==> src/rtl/ps2rf_pkg.sv <==
// Package: shared types and constants of the PS/2 register front end.
// Assumes word-aligned offsets; the identification table sits in the top
// 32 bytes of the decoded window.
package ps2rf_pkg;

    typedef enum logic [2:0] {
        SEL_NONE,
        SEL_CTRL,
        SEL_STAT,
        SEL_DATA,
        SEL_DIV,
        SEL_IIR,
        SEL_ID
    } reg_sel_e;

    // Status word bit positions (neighbouring software decodes these)
    localparam int ST_TXEMPTY = 6;
    localparam int ST_TXBUSY  = 5;
    localparam int ST_RXFULL  = 4;
    localparam int ST_RXBUSY  = 3;
    localparam int ST_PARITY  = 2;
    localparam int ST_LINECLK = 1;
    localparam int ST_LINEDAT = 0;

    // Control bits that feed the interrupt
    localparam int CTL_RXIE   = 4;
    localparam int CTL_FORCE  = 3;

    // Identification byte lookup by word index in the ID zone
    function automatic logic [7:0] id_byte(input logic [2:0] idx);
        case (idx)
            3'd0:    id_byte = 8'h50;
            3'd1:    id_byte = 8'h10;
            3'd2:    id_byte = 8'h04;
            3'd3:    id_byte = 8'h00;
            3'd4:    id_byte = 8'h0D;
            3'd5:    id_byte = 8'hF0;
            3'd6:    id_byte = 8'h05;
            default: id_byte = 8'hB1;
        endcase
    endfunction

endpackage

==> src/rtl/ps2rf_decode.sv <==
// Address decoder: maps a byte offset to a register select and an
// identification byte index. Assumes ADDR_W >= 6. Offsets below 0x20 hold
// the five registers; the top 32 bytes of the window hold the ID table.
module ps2rf_decode
    import ps2rf_pkg::*;
#(
    parameter int ADDR_W = 12
) (
    input  logic [ADDR_W-1:0] addr,
    output reg_sel_e          rsel,
    output logic [2:0]        id_idx
);

    localparam int HI_W = ADDR_W - 5;

    logic [HI_W-1:0] hi;
    logic [2:0]      word;

    assign hi     = addr[ADDR_W-1:5];
    assign word   = addr[4:2];
    assign id_idx = word;

    // Select the target register from the upper and word bits
    always_comb begin
        rsel = SEL_NONE;
        if (hi == '0) begin
            case (word)
                3'd0:    rsel = SEL_CTRL;
                3'd1:    rsel = SEL_STAT;
                3'd2:    rsel = SEL_DATA;
                3'd3:    rsel = SEL_DIV;
                3'd4:    rsel = SEL_IIR;
                default: rsel = SEL_NONE;
            endcase
        end else if (&hi) begin
            rsel = SEL_ID;
        end
    end

endmodule

==> src/rtl/ps2rf_regfile.sv <==
// Register file: control, divisor, held receive byte, receive pop and
// transmit strobe. Assumes the FIFO presents its head byte on rx_byte
// whenever rx_pending is high.
module ps2rf_regfile
    import ps2rf_pkg::*;
#(
    parameter int DATA_W = 32,
    parameter int CTRL_W = 8,
    parameter int DIV_W  = 8
) (
    input  logic              clk,
    input  logic              rst_n,
    input  logic              acc_rd,
    input  logic              acc_wr,
    input  reg_sel_e          rsel,
    input  logic [DATA_W-1:0] wdata,
    input  logic              rx_pending,
    input  logic [7:0]        rx_byte,
    output logic [CTRL_W-1:0] ctrl_q,
    output logic [CTRL_W-1:0] ctrl_next,
    output logic [DIV_W-1:0]  div_q,
    output logic [7:0]        last_q,
    output logic              rx_pop,
    output logic              tx_strobe,
    output logic [7:0]        tx_byte
);

    logic wr_ctrl, wr_div, wr_data;

    // Qualify writes per register
    always_comb begin
        wr_ctrl = acc_wr && (rsel == SEL_CTRL);
        wr_div  = acc_wr && (rsel == SEL_DIV);
        wr_data = acc_wr && (rsel == SEL_DATA);
    end

    // Next control value, shared with the interrupt stage
    always_comb ctrl_next = wr_ctrl ? wdata[CTRL_W-1:0] : ctrl_q;

    // Pop the FIFO only for a data read while a byte waits
    always_comb rx_pop = acc_rd && (rsel == SEL_DATA) && rx_pending;

    // Register updates
    always_ff @(posedge clk) begin
        if (!rst_n) begin
            ctrl_q    <= '0;
            div_q     <= '0;
            last_q    <= '0;
            tx_strobe <= 1'b0;
            tx_byte   <= '0;
        end else begin
            ctrl_q    <= ctrl_next;
            tx_strobe <= wr_data;
            if (wr_div)  div_q   <= wdata[DIV_W-1:0];
            if (rx_pop)  last_q  <= rx_byte;
            if (wr_data) tx_byte <= wdata[7:0];
        end
    end

endmodule

==> src/rtl/ps2rf_irq.sv <==
// Interrupt stage: registers (pending AND enable) OR force. Uses the
// next control value so a control write takes effect at its own edge.
module ps2rf_irq #(
    parameter int CTRL_W  = 8,
    parameter int IE_BIT  = 4,
    parameter int FRC_BIT = 3
) (
    input  logic              clk,
    input  logic              rst_n,
    input  logic              rx_pending,
    input  logic [CTRL_W-1:0] ctrl_next,
    output logic              irq
);

    // Re-evaluate the interrupt level every cycle
    always_ff @(posedge clk) begin
        if (!rst_n) irq <= 1'b0;
        else        irq <= (rx_pending && ctrl_next[IE_BIT]) || ctrl_next[FRC_BIT];
    end

endmodule

==> src/rtl/ps2rf_rdmux.sv <==
// Read path: builds the selected read word and registers it, so data
// appears one cycle after the request and is zero otherwise.
module ps2rf_rdmux
    import ps2rf_pkg::*;
#(
    parameter int DATA_W = 32,
    parameter int CTRL_W = 8,
    parameter int DIV_W  = 8
) (
    input  logic              clk,
    input  logic              rst_n,
    input  logic              acc_rd,
    input  reg_sel_e          rsel,
    input  logic [2:0]        id_idx,
    input  logic [CTRL_W-1:0] ctrl_q,
    input  logic [DIV_W-1:0]  div_q,
    input  logic [7:0]        last_q,
    input  logic              rx_pending,
    input  logic              rx_pop,
    input  logic [7:0]        rx_byte,
    output logic [DATA_W-1:0] rdata
);

    logic [DATA_W-1:0] rval;
    logic [7:0]        data_now;

    // Data read returns the freshly popped byte or the held one
    always_comb data_now = rx_pop ? rx_byte : last_q;

    // Select the read word
    always_comb begin
        rval = '0;
        case (rsel)
            SEL_CTRL: rval[CTRL_W-1:0] = ctrl_q;
            SEL_DIV:  rval[DIV_W-1:0]  = div_q;
            SEL_DATA: rval[7:0]        = data_now;
            SEL_STAT: begin
                rval[ST_TXEMPTY] = 1'b1;
                rval[ST_TXBUSY]  = 1'b0;
                rval[ST_RXFULL]  = rx_pending;
                rval[ST_RXBUSY]  = 1'b0;
                rval[ST_PARITY]  = ^last_q;
                rval[ST_LINECLK] = 1'b0;
                rval[ST_LINEDAT] = 1'b0;
            end
            SEL_IIR: begin
                rval[0] = rx_pending;
                rval[1] = 1'b1;
            end
            SEL_ID:   rval[7:0] = id_byte(id_idx);
            default:  rval = '0;
        endcase
    end

    // Register read data; idle cycles return zero
    always_ff @(posedge clk) begin
        if (!rst_n)      rdata <= '0;
        else if (acc_rd) rdata <= rval;
        else             rdata <= '0;
    end

endmodule

==> src/rtl/ps2_regfront.sv <==
// Top: PS/2 port register front end. Joins decode, register file,
// interrupt stage and read path. Assumes single-cycle bus requests.
module ps2_regfront
    import ps2rf_pkg::*;
#(
    parameter int ADDR_W = 12,
    parameter int DATA_W = 32,
    parameter int CTRL_W = 8,
    parameter int DIV_W  = 8
) (
    input  logic              clk,
    input  logic              rst_n,
    input  logic              bus_sel,
    input  logic              bus_wr,
    input  logic [ADDR_W-1:0] bus_addr,
    input  logic [DATA_W-1:0] bus_wdata,
    output logic [DATA_W-1:0] bus_rdata,
    input  logic              rx_pending,
    input  logic [7:0]        rx_byte,
    output logic              rx_pop,
    output logic              tx_strobe,
    output logic [7:0]        tx_byte,
    output logic              irq
);

    reg_sel_e          rsel;
    logic [2:0]        id_idx;
    logic              acc_rd, acc_wr;
    logic [CTRL_W-1:0] ctrl_q, ctrl_next;
    logic [DIV_W-1:0]  div_q;
    logic [7:0]        last_q;

    // Split the request into read and write
    always_comb begin
        acc_rd = bus_sel && !bus_wr;
        acc_wr = bus_sel && bus_wr;
    end

    ps2rf_decode #(.ADDR_W(ADDR_W)) u_decode (
        .addr   (bus_addr),
        .rsel   (rsel),
        .id_idx (id_idx)
    );

    ps2rf_regfile #(.DATA_W(DATA_W), .CTRL_W(CTRL_W), .DIV_W(DIV_W)) u_regs (
        .clk        (clk),
        .rst_n      (rst_n),
        .acc_rd     (acc_rd),
        .acc_wr     (acc_wr),
        .rsel       (rsel),
        .wdata      (bus_wdata),
        .rx_pending (rx_pending),
        .rx_byte    (rx_byte),
        .ctrl_q     (ctrl_q),
        .ctrl_next  (ctrl_next),
        .div_q      (div_q),
        .last_q     (last_q),
        .rx_pop     (rx_pop),
        .tx_strobe  (tx_strobe),
        .tx_byte    (tx_byte)
    );

    ps2rf_irq #(.CTRL_W(CTRL_W), .IE_BIT(CTL_RXIE), .FRC_BIT(CTL_FORCE)) u_irq (
        .clk        (clk),
        .rst_n      (rst_n),
        .rx_pending (rx_pending),
        .ctrl_next  (ctrl_next),
        .irq        (irq)
    );

    ps2rf_rdmux #(.DATA_W(DATA_W), .CTRL_W(CTRL_W), .DIV_W(DIV_W)) u_rdmux (
        .clk        (clk),
        .rst_n      (rst_n),
        .acc_rd     (acc_rd),
        .rsel       (rsel),
        .id_idx     (id_idx),
        .ctrl_q     (ctrl_q),
        .div_q      (div_q),
        .last_q     (last_q),
        .rx_pending (rx_pending),
        .rx_pop     (rx_pop),
        .rx_byte    (rx_byte),
        .rdata      (bus_rdata)
    );

endmodule

==> config.mk <==
export PLATFORM = sky130hd
export DESIGN_NAME = ps2_regfront
export DESIGN_NICKNAME = d
export VERILOG_FILES = /design/src/rtl/ps2rf_pkg.sv /design/src/rtl/ps2rf_decode.sv /design/src/rtl/ps2rf_regfile.sv /design/src/rtl/ps2rf_irq.sv /design/src/rtl/ps2rf_rdmux.sv /design/src/rtl/ps2_regfront.sv
export SDC_FILE = /design/constraint.sdc
export NUM_CORES = 1
export LEC_CHECK = 0
export ABC_AREA = 1
export CORE_ASPECT_RATIO = 0.8
export CORE_UTILIZATION = 23
export CTS_CLUSTER_SIZE = 20
export DETAILED_ROUTE_END_ITERATION = 10
export GPL_TIMING_DRIVEN = 0
export HOLD_SLACK_MARGIN = 0.1
export PLACE_DENSITY = 0.57
export SLEW_MARGIN = 20
export SYNTH_ARGS = -nofsm -noshare
export SYNTH_HDL_FRONTEND = slang
export SYNTH_SLANG_ARGS = --single-unit
==> constraint.sdc <==
create_clock -name clk -period 5.2 [get_ports clk]
set_clock_uncertainty 0.05 [all_clocks]
set_input_delay 1.56 -clock clk [delete_from_list [all_inputs] [get_ports clk]]
set_output_delay 1.56 -clock clk [all_outputs]
set_load 0.1 [all_outputs]
==> results of run 1 <==
## power by group through the flow
stage	logic, uW	clock network (uW)	registers (uW)
after global placement	141	0	329
after global routing	150	373	322
final	142	349	322
after detailed placement	141	0	329
after CTS	142	356	322
after floorplan	109	0	329
## registers in the layout (all words and copies together) (netlist names)
name              flops
u_regs.tx_byte        8
u_regs.ctrl_q         8
u_regs.tx_strobe      1
u_irq.irq             1
u_regs.div_q          8
u_regs.last_q         8
u_rdmux.rdata         8
## cells by family (layout without fill, tap and decap cells)
family                 count (synthesis)  after routing  synth area share, %
buffers and inverters                 83            139                 18.3
and+or+nand+nor                      176            176                 33.0
AOI/OAI and AO/OA                     53             53                 13.4
DFF                                   42             42                 35.2
other                                  1             24                0.157
## metrics by stage
stage | util (%) | total power (uW) | TNS [ns] | hold WS (ns)
6_report | 33.4 | 814 | 0 | 0.409
3_3_place_gp | 31.7 | 470 | -0.700 | 0.397
2_1_floorplan | - | 438 | 0 | 0.440
4_1_cts | 33.4 | 820 | 0 | 0.411
3_5_place_dp | 31.7 | 471 | -0.703 | 0.395
5_1_grt | 33.4 | 845 | 0 | 0.430
## worst reg2reg max path: stages (launching register included)
cell and delay, ns:
dfxtp_1 0.34, inv_1 0.07, nand2_1 0.07, nand2_1 0.05, nand2_1 0.09, nand2_1 0.06, nand2_1 0.06, nand2_1 0.06
nand2_1 0.07, nand2_1 0.04, nor2_1 0.11, a21oi_1 0.09
## layout make-up
class | count | area (sq um)
multi-input combinational | 253 | 1200
clock buffer | 6 | 129
buffer | 33 | 249
fill | 1091 | 6560
clock inverter | 2 | 37.5
tap | 136 | 170
timing repair buffer | 48 | 478
sequential | 42 | 841
inverter | 50 | 188
## repair_timing
action / in CTS / in global routing
hold endpoints to repair: 0 / 0
buffers inserted: 0 / 0
resized for setup: 6 / 1
endpoints found under the setup margin: 1 / 1
## worst paths after layout
check	from	to	slack, ns	cells past startpoint
setup / recovery	bus_addr[4]	rx_pop	0.19	8
hold / removal	u_regs.tx_byte[3]	u_regs.tx_byte[3]	0.41	2
setup reg to reg	u_regs.last_q[2]	u_rdmux.rdata[2]	3.94	11
hold reg to reg	u_regs.tx_byte[3]	u_regs.tx_byte[3]	0.41	2
## routing by layer
metal | GRT usage [%] | share of wire, % | vias to the layer above | wire (um)
met2 | 18.3 | 43 | 50 | 2570
met4 | 1.28 | 0.33 | 0 | 20
met1 | 16.2 | 52 | 992 | 3100
met3 | 3.31 | 5.2 | 5 | 313
met5 | 0 | 0 | - | 0
li1 | - | - | 1223 | -
## cell usage in the layout, fill, tap and decap left out, types with 4 or more instances in the layout
cell             Yosys  final
dfxtp_1             42     42
clkbuf_16            0      5
clkdlybuf4s50_1      0     47
buf_6                4      4
a21oi_2              3      4
nor2_1              52     52
a21oi_1             16     15
buf_4               25     26
a211oi_1             8      8
o21ai_0             17     17
nand3_1             24     24
o21ai_2              4      4
nand2_1             81     81
inv_1               48     48
conb_1               1     24
==> flow_summary_export.csv, run 1 <==
group,metric,value,unit
placed_design,globalplace.congestion,0.848,
clock_network,numCtsBuffers,5,
logic_synthesis,yosysTopAreaCellShare,35.2,%
logic_synthesis,avgSynthCellArea,6.73,sq um
logic_synthesis,synthFlopType,"dfxtp_1",
power,p_int,587,uW
power,p_clk_share,42.9,%
power,power.sequential.fraction,39.6,%
detailed_routing,drc,0,
detailed_routing,drt_iter0_markers,73,
clock_network,cts_tree,"built",
grt,grt_pass1_wl,9880,um
timing,rsz0062_at_grt,"no",
timing,worst_pin_slew,0.978,ns
logic_synthesis,yosysWarnings,0,
clock_network,cts-root-buf,"clkbuf_16",
placed_design,placed_area,3130,sq um
logic_synthesis,yosys.area.top_type,"dfxtp_1",
floorplanning,io_pins,100,
grt,grt_overflow,0,
detailed_routing,vias_per_cell,3.98,
setup_path,cp-end-kind,"output pin",
floorplanning,core_area,9850,sq um
timing,period_share,96.3,%
setup_path,path_buf_inv,4,
power,peakVddDrop,0.202,mV
detailed_routing,dr.pass1.iters,5,
cells_and_area,drive_gt1_share,14.1,%
clock_network,clk_pin_slew,0.06,ns
cells_and_area,diodes,0,
setup_path,cpPeakStageDelay,0.55,ns
grt,grt_pass1_vias,2152,
clock_network,clkSinkCount,42,
placed_design,dp_hpwl,4820,um
setup_path,worstPathArrival,3.40,ns
power,p_per_area,247,nW/um^2
power,p_sw_share,27.9,%
detailed_routing,wl_per_cell,10.5,um
grt,grt_max_degree,14,
logic_synthesis,netlist_top_cells_count,"81 x nand2_1, 52 x nor2_1, 48 x inv_1, 42 x dfxtp_1, 25 x buf_4",
run_status,outcome,"completed",
placed_design,io_buffers,48,
timing,finalHoldViolCount,0,
power,p_leak,0.00153,uW
timing,setup_slack,0.195,ns
clock_network,postCtsHoldBufs,0,
cells_and_area,final_net_count,490,
timing,post-route-min-period,5.01,ns
logic_synthesis,synthCells,355,
power,netSwitchingPower,227,uW
setup_path,cp.required,3.59,ns
placed_design,place_ws,-0.703,ns
logic_synthesis,yosys.cell_count.top_type,"nand2_1",
setup_path,crit_family,"buffers and inverters",
logic_synthesis,synth_area_leaders,"dfxtp_1 35%, nand2_1 13%, nor2_1 8.2%",
setup_path,worstSetupPathType,"in -> out",
floorplanning,dieHeight,93.2,um
floorplanning,die_x,116,um
clock_network,clk_latency,0.28,ns
logic_synthesis,synth_edf_count,0,
detailed_routing,ant_nets,0,
setup_path,worstSetupStartpointType,"primary input",
setup_path,critPathSlowestCell,"clkdlybuf4s50_1",
clock_network,clock_path_buffers,2,
job,drv_cap,0,
detailed_routing,finalWirelength,6010,um
logic_synthesis,synth_area,2390,sq um
detailed_routing,vias,2270,
timing,fmax,200,MHz
logic_synthesis,yosysSeqAreaShare,35.2,%
timing,drv_slew,0,
placed_design,dp.cells,562,
grt,antenna_found_initial,0,
setup_path,crit_chain,"clkdlybuf4s50_1, a21oi_2, nand3_2, nor2_4, nand2_4, buf_6, inv_1, buf_4",
timing,max-slew-margin-rel,34.6,%
timing,setup_viol,0,
cells_and_area,fin_area,3290,sq um
logic_synthesis,yosys_register_bits,42,
worst_hold_path,hold_path.class,"reg -> reg",
logic_synthesis,postSynth.asyncResetShare,0,%
clock_network,htree_levels,2,
setup_path,critPathMaxFanout,10,
power,combPwrFrac,17.5,%
grt,track_usage,11.6,%
floorplanning,dieArea,10800,sq um
floorplanning,rows,32,
cells_and_area,final_cell_count_no_fill,570,
cells_and_area,area_delta_synth_final,37.9,%
logic_synthesis,yosysUniqueCellTypes,28,
floorplanning,start_util,24.3,%
Note: power is estimated with default switching activity, not from simulation.
==> run 2, diff against run 1 <==
SETUP_SLACK_MARGIN = 0.05   (was not set)
==> flow_summary_export.csv, run 2 (synthesized netlist as in run 1, its figures left out) <==
group,metric,value,unit
floorplanning,rows,32,
timing,finalHoldViolCount,0,
cells_and_area,area_delta_synth_final,38.5,%
clock_network,clk_pin_slew,0.06,ns
cells_and_area,utilization,33.6,%
floorplanning,start_util,24.3,%
run_status,outcome,"completed",
detailed_routing,wl_met2,2550,um
detailed_routing,wl_met3,368,um
clock_network,cts-root-buf,"clkbuf_16",
floorplanning,core_area,9850,sq um
detailed_routing,ant_nets,0,
cells_and_area,final_cell_mix,"81 x nand2_1, 52 x nor2_1, 48 x inv_1",
grt,grt_overflow,0,
clock_network,cts_tree,"built",
grt,track_usage,11.6,%
timing,max-slew-margin-rel,34.6,%
placed_design,dp.cells,562,
cells_and_area,diodes,0,
worst_hold_path,hold_path.class,"reg -> reg",
power,p_per_area,246,nW/um^2
detailed_routing,vias_per_cell,3.99,
cells_and_area,final_net_count,492,
cells_and_area,drive_gt1_share,14.4,%
placed_design,io_buffers,48,
floorplanning,io_pins,100,
clock_network,clock_path_buffers,2,
detailed_routing,wl_met1,3060,um
placed_design,dp_hpwl,4820,um
timing,post-route-min-period,4.93,ns
detailed_routing,dr.pass1.iters,4,
detailed_routing,drc,0,
setup_path,worstPathArrival,3.32,ns
clock_network,numCtsBuffers,5,
detailed_routing,finalWirelength,6010,um
floorplanning,die_x,116,um
cells_and_area,final_cell_count_no_fill,572,
timing,setup_tns,0,ns
floorplanning,dieHeight,93.2,um
detailed_routing,wl_per_cell,10.5,um
cells_and_area,regArea,841,sq um
setup_path,cp.required,3.59,ns
timing,rsz0062_at_grt,"no",
clock_network,clk_latency,0.28,ns
timing,fmax,203,MHz
floorplanning,dieArea,10800,sq um
detailed_routing,drt_iter0_markers,87,
grt,antenna_found_initial,0,
power,p_leak,0.00154,uW
timing,period_share,94.9,%
cells_and_area,fillers,1091,
timing,whs,0.409,ns
detailed_routing,routed.top_layer,"met4",
power,peakVddDrop,0.202,mV
setup_path,worstSetupPathType,"in -> out",
timing,setup_viol,0,
timing,drv_slew,0,
placed_design,globalplace.congestion,0.848,
clock_network,htree_levels,2,
setup_path,worstSetupStartpointType,"primary input",
clock_network,clkSinkCount,42,
setup_path,critPathMaxFanout,10,
detailed_routing,vias,2284,
job,drv_cap,0,
clock_network,postCtsHoldBufs,0,
cells_and_area,layout_commonest_cell,"nand2_1",
setup_path,cp-end-kind,"output pin",
timing,worst_pin_slew,0.977,ns
grt,grt_max_degree,14,
grt,grt_pass1_wl,9880,um
power,power,815,uW
cells_and_area,multi_input_area,1200,sq um
grt,grt_pass1_vias,2152,
[run 2: changes by cell type in the layout (fill, tap and decap cells not counted), sizes merged]
cell	previous run	this run
buf	32	34
[run 2: power breakdown]
group	leakage (uW)	switching, uW	total, uW	internal [uW]
sequential	0.000338	0.0817	322	322
clock	0.0000771	124	350	227
combinational	0.00113	104	143	38.5
[run 2: metal layers]
layer	vias to the layer above	global-route usage (%)
met5	-	0
met4	0	1.28
met3	5	3.31
met2	54	18.3
met1	996	16.2
li1	1229	-
[run 2: final cells by class]
class                           count  area share, %
Tap cell                          136           5.14
Clock inverter                      2           1.13
Sequential cell                    42           25.4
Clock buffer                        6           3.90
Inverter                           50           5.67
Multi-Input combinational cell    253           36.3
Timing Repair Buffer               50           14.9
Buffer                             33           7.53
[run 2: what timing repair did]
item,4_1_cts,5_1_grt
setup buffers,0,2
endpoints found under the setup margin,1,1
resized for setup,6,1
cloned,0,0
pin swaps,0,1
[run 2: metrics by stage]
step	instance area, sq um	setup slack, ns
after floorplan	2470	0.593
after global placement	3130	-0.700
after detailed placement	3130	-0.703
after CTS	3290	0.130
after global routing	3310	0.142
final	3310	0.266
[run 2: worst max-delay path: stages]
cell and delay (ns):
clkdlybuf4s50_1 0.55, a21oi_2 0.24, nand3_2 0.14, nor2_4 0.20
nand2_4 0.10, buf_6 0.16, inv_1 0.07, buf_4 0.29
[run 2: path summary, 6_finish.rpt]
check | startpoint | end | slack [ns] | cells after the start
worst max-delay path | bus_addr[4] | rx_pop | 0.27 | 8
worst min-delay path | u_regs.tx_byte[3] | u_regs.tx_byte[3] | 0.41 | 2
worst max register to register | u_regs.last_q[2] | u_rdmux.rdata[2] | 3.92 | 11
worst min register to register | u_regs.tx_byte[3] | u_regs.tx_byte[3] | 0.41 | 2
==> run 3, diff against run 2 <==
CELL_PAD_IN_SITES_DETAIL_PLACEMENT = 1   (was not set)
CELL_PAD_IN_SITES_GLOBAL_PLACEMENT = 2   (was not set)
GPL_TIMING_DRIVEN = 1   (was 0)
PLACE_DENSITY = 0.93   (was 0.57)
==> flow_summary_export.csv, run 3 (synthesized netlist as in run 1, its figures left out) <==
group,metric,value,unit
clock_network,clock_path_buffers,2,
floorplanning,dieHeight,93.2,um
timing,post-route-min-period,4.64,ns
detailed_routing,finalWirelength,6550,um
setup_path,crit_family,"buffers and inverters",
setup_path,critPathMaxFanout,8,
floorplanning,start_util,24.3,%
timing,whs,0.414,ns
grt,grt_pass1_vias,2257,
setup_path,worstSetupPathType,"in -> out",
floorplanning,rows,32,
power,p_per_area,261,nW/um^2
grt,top_usage_layer,"met2",
detailed_routing,drc,0,
timing,drv_slew,0,
power,netSwitchingPower,232,uW
cells_and_area,layout_commonest_cell,"nand2_1",
placed_design,placed_area,2930,sq um
detailed_routing,ant_nets,0,
cells_and_area,area_delta_synth_final,29.6,%
timing,period_share,89.3,%
worst_hold_path,hold_path.class,"reg -> reg",
grt,met2_usage,21.0,%
power,p_int,575,uW
setup_path,worstPathArrival,3.03,ns
grt,met1_usage,16.8,%
floorplanning,core_area,9850,sq um
placed_design,dp_hpwl,5250,um
grt,antenna_found_initial,0,
placed_design,io_buffers,49,
cells_and_area,final_net_count,462,
timing,finalHoldViolCount,0,
clock_network,clk_latency,0.29,ns
timing,setup_slack,0.558,ns
setup_path,path_buf_inv,3,
timing,rsz0062_at_grt,"no",
cells_and_area,fillers,1268,
grt,globalRouteMet3Util,2.92,%
power,power,807,uW
clock_network,cts_tree,"built",
clock_network,htree_levels,2,
detailed_routing,dr.pass1.iters,4,
floorplanning,dieArea,10800,sq um
grt,track_usage,12.8,%
setup_path,crit_chain,"clkdlybuf4s50_1, a21oi_1, nand3_2, nor2_4, nand2_4, inv_1, buf_12",
grt,grt_overflow,0,
setup_path,worstSetupStartpointType,"primary input",
cells_and_area,drive_gt1_share,8.62,%
detailed_routing,wl_per_cell,12.1,um
power,p_leak,0.00140,uW
grt,grt_max_degree,20,
floorplanning,die_x,116,um
timing,max-slew-margin-rel,34.9,%
power,combPwrFrac,15.9,%
power,p_sw_share,28.7,%
clock_network,clkSinkCount,42,
power,peakVddDrop,0.111,mV
setup_path,cp.required,3.59,ns
clock_network,cts_setup_buffers,0,
grt,grt_pass1_wl,10700,um
job,drv_cap,0,
clock_network,postCtsHoldBufs,0,
detailed_routing,vias_per_cell,4.21,
timing,setup_viol,0,
cells_and_area,fin_area,3100,sq um
clock_network,numCtsBuffers,5,
clock_network,cts-root-buf,"clkbuf_16",
clock_network,clk_pin_slew,0.06,ns
detailed_routing,vias,2282,
detailed_routing,drt_iter0_markers,40,
cells_and_area,final_cell_mix,"81 x nand2_1, 52 x nor2_1, 48 x inv_1, 48 x clkdlybuf4s50_1, 42 x dfxtp_1",
cells_and_area,diodes,0,
placed_design,globalplace.congestion,0.799,
setup_path,critPathSlowestCell,"clkdlybuf4s50_1",
setup_path,cp-end-kind,"output pin",
setup_path,cpPeakStageDelay,0.57,ns
power,power.sequential.fraction,39.9,%
clock_network,cts_resized,0,
floorplanning,io_pins,100,
run_status,outcome,"completed",
power,p_clk_share,44.2,%
timing,fmax,215,MHz
timing,setup_tns,0,ns
placed_design,place_ws,0.550,ns
timing,worst_pin_slew,0.974,ns
==> run 3: cell types whose count changed in the layout (fill, tap and decap cells not counted), sizes merged <==
cell           before  now
clkinv              0    1
buf                34    5
clkinvlp            1    0
clkbuf              8    5
clkdlybuf4s50      47   48
inv                50   51
==> run 3: area by class of cell <==
cell class,count,area [sq um],share of cell area [%]
Timing Repair Buffer,53,531,17.1
Multi-Input combinational cell,253,1200,38.7
Clock buffer,5,125,4.04
Tap cell,136,170,5.50
Sequential cell,42,841,27.2
Clock inverter,3,43.8,1.41
Inverter,50,188,6.06
==> run 3: power by group through the flow <==
stage | logic, uW | registers [uW] | clock network [uW]
detailed placement | 128 | 329 | 0
CTS | 128 | 322 | 363
global placement | 127 | 329 | 0
finish | 128 | 322 | 357
floorplan | 109 | 329 | 0
global route | 134 | 322 | 380
==> run 3: worst reg2reg max path, stage by stage, from the launching register on <==
cell	delay [ns]
dfxtp_1	0.35
inv_1	0.08
nand2_1	0.07
nand2_1	0.04
nand2_1	0.10
nand2_1	0.07
nand2_1	0.06
nand2_1	0.06
nand2_1	0.06
nand2_1	0.04
nor2_1	0.08
a21oi_1	0.08
==> run 3: final timing paths <==
| kind | start | endpoint | slack (ns) | cells after the start |
|---|---|---|---|---|
| worst min-delay path | u_regs.tx_byte[4] | u_regs.tx_byte[4] | 0.41 | 2 |
| worst max register to register | u_regs.last_q[4] | u_rdmux.rdata[2] | 3.94 | 11 |
| worst max-delay path | bus_addr[2] | rx_pop | 0.56 | 7 |
| worst min register to register | u_regs.tx_byte[4] | u_regs.tx_byte[4] | 0.41 | 2 |
==> run 3: metrics by stage <==
stage / utilization (%) / instances
5_1_grt: 31.4 / 542
3_5_place_dp: 29.7 / 534
6_report: 31.4 / 542
2_1_floorplan: - / 378
4_1_cts: 31.4 / 542
3_3_place_gp: 29.7 / 534
==> run 3: per-layer routing <==
layer	share of wire [%]	vias to the layer above
met4	0.64	0
met3	4.9	5
met1	49	1065
li1	-	1165
met2	46	47
met5	0	-
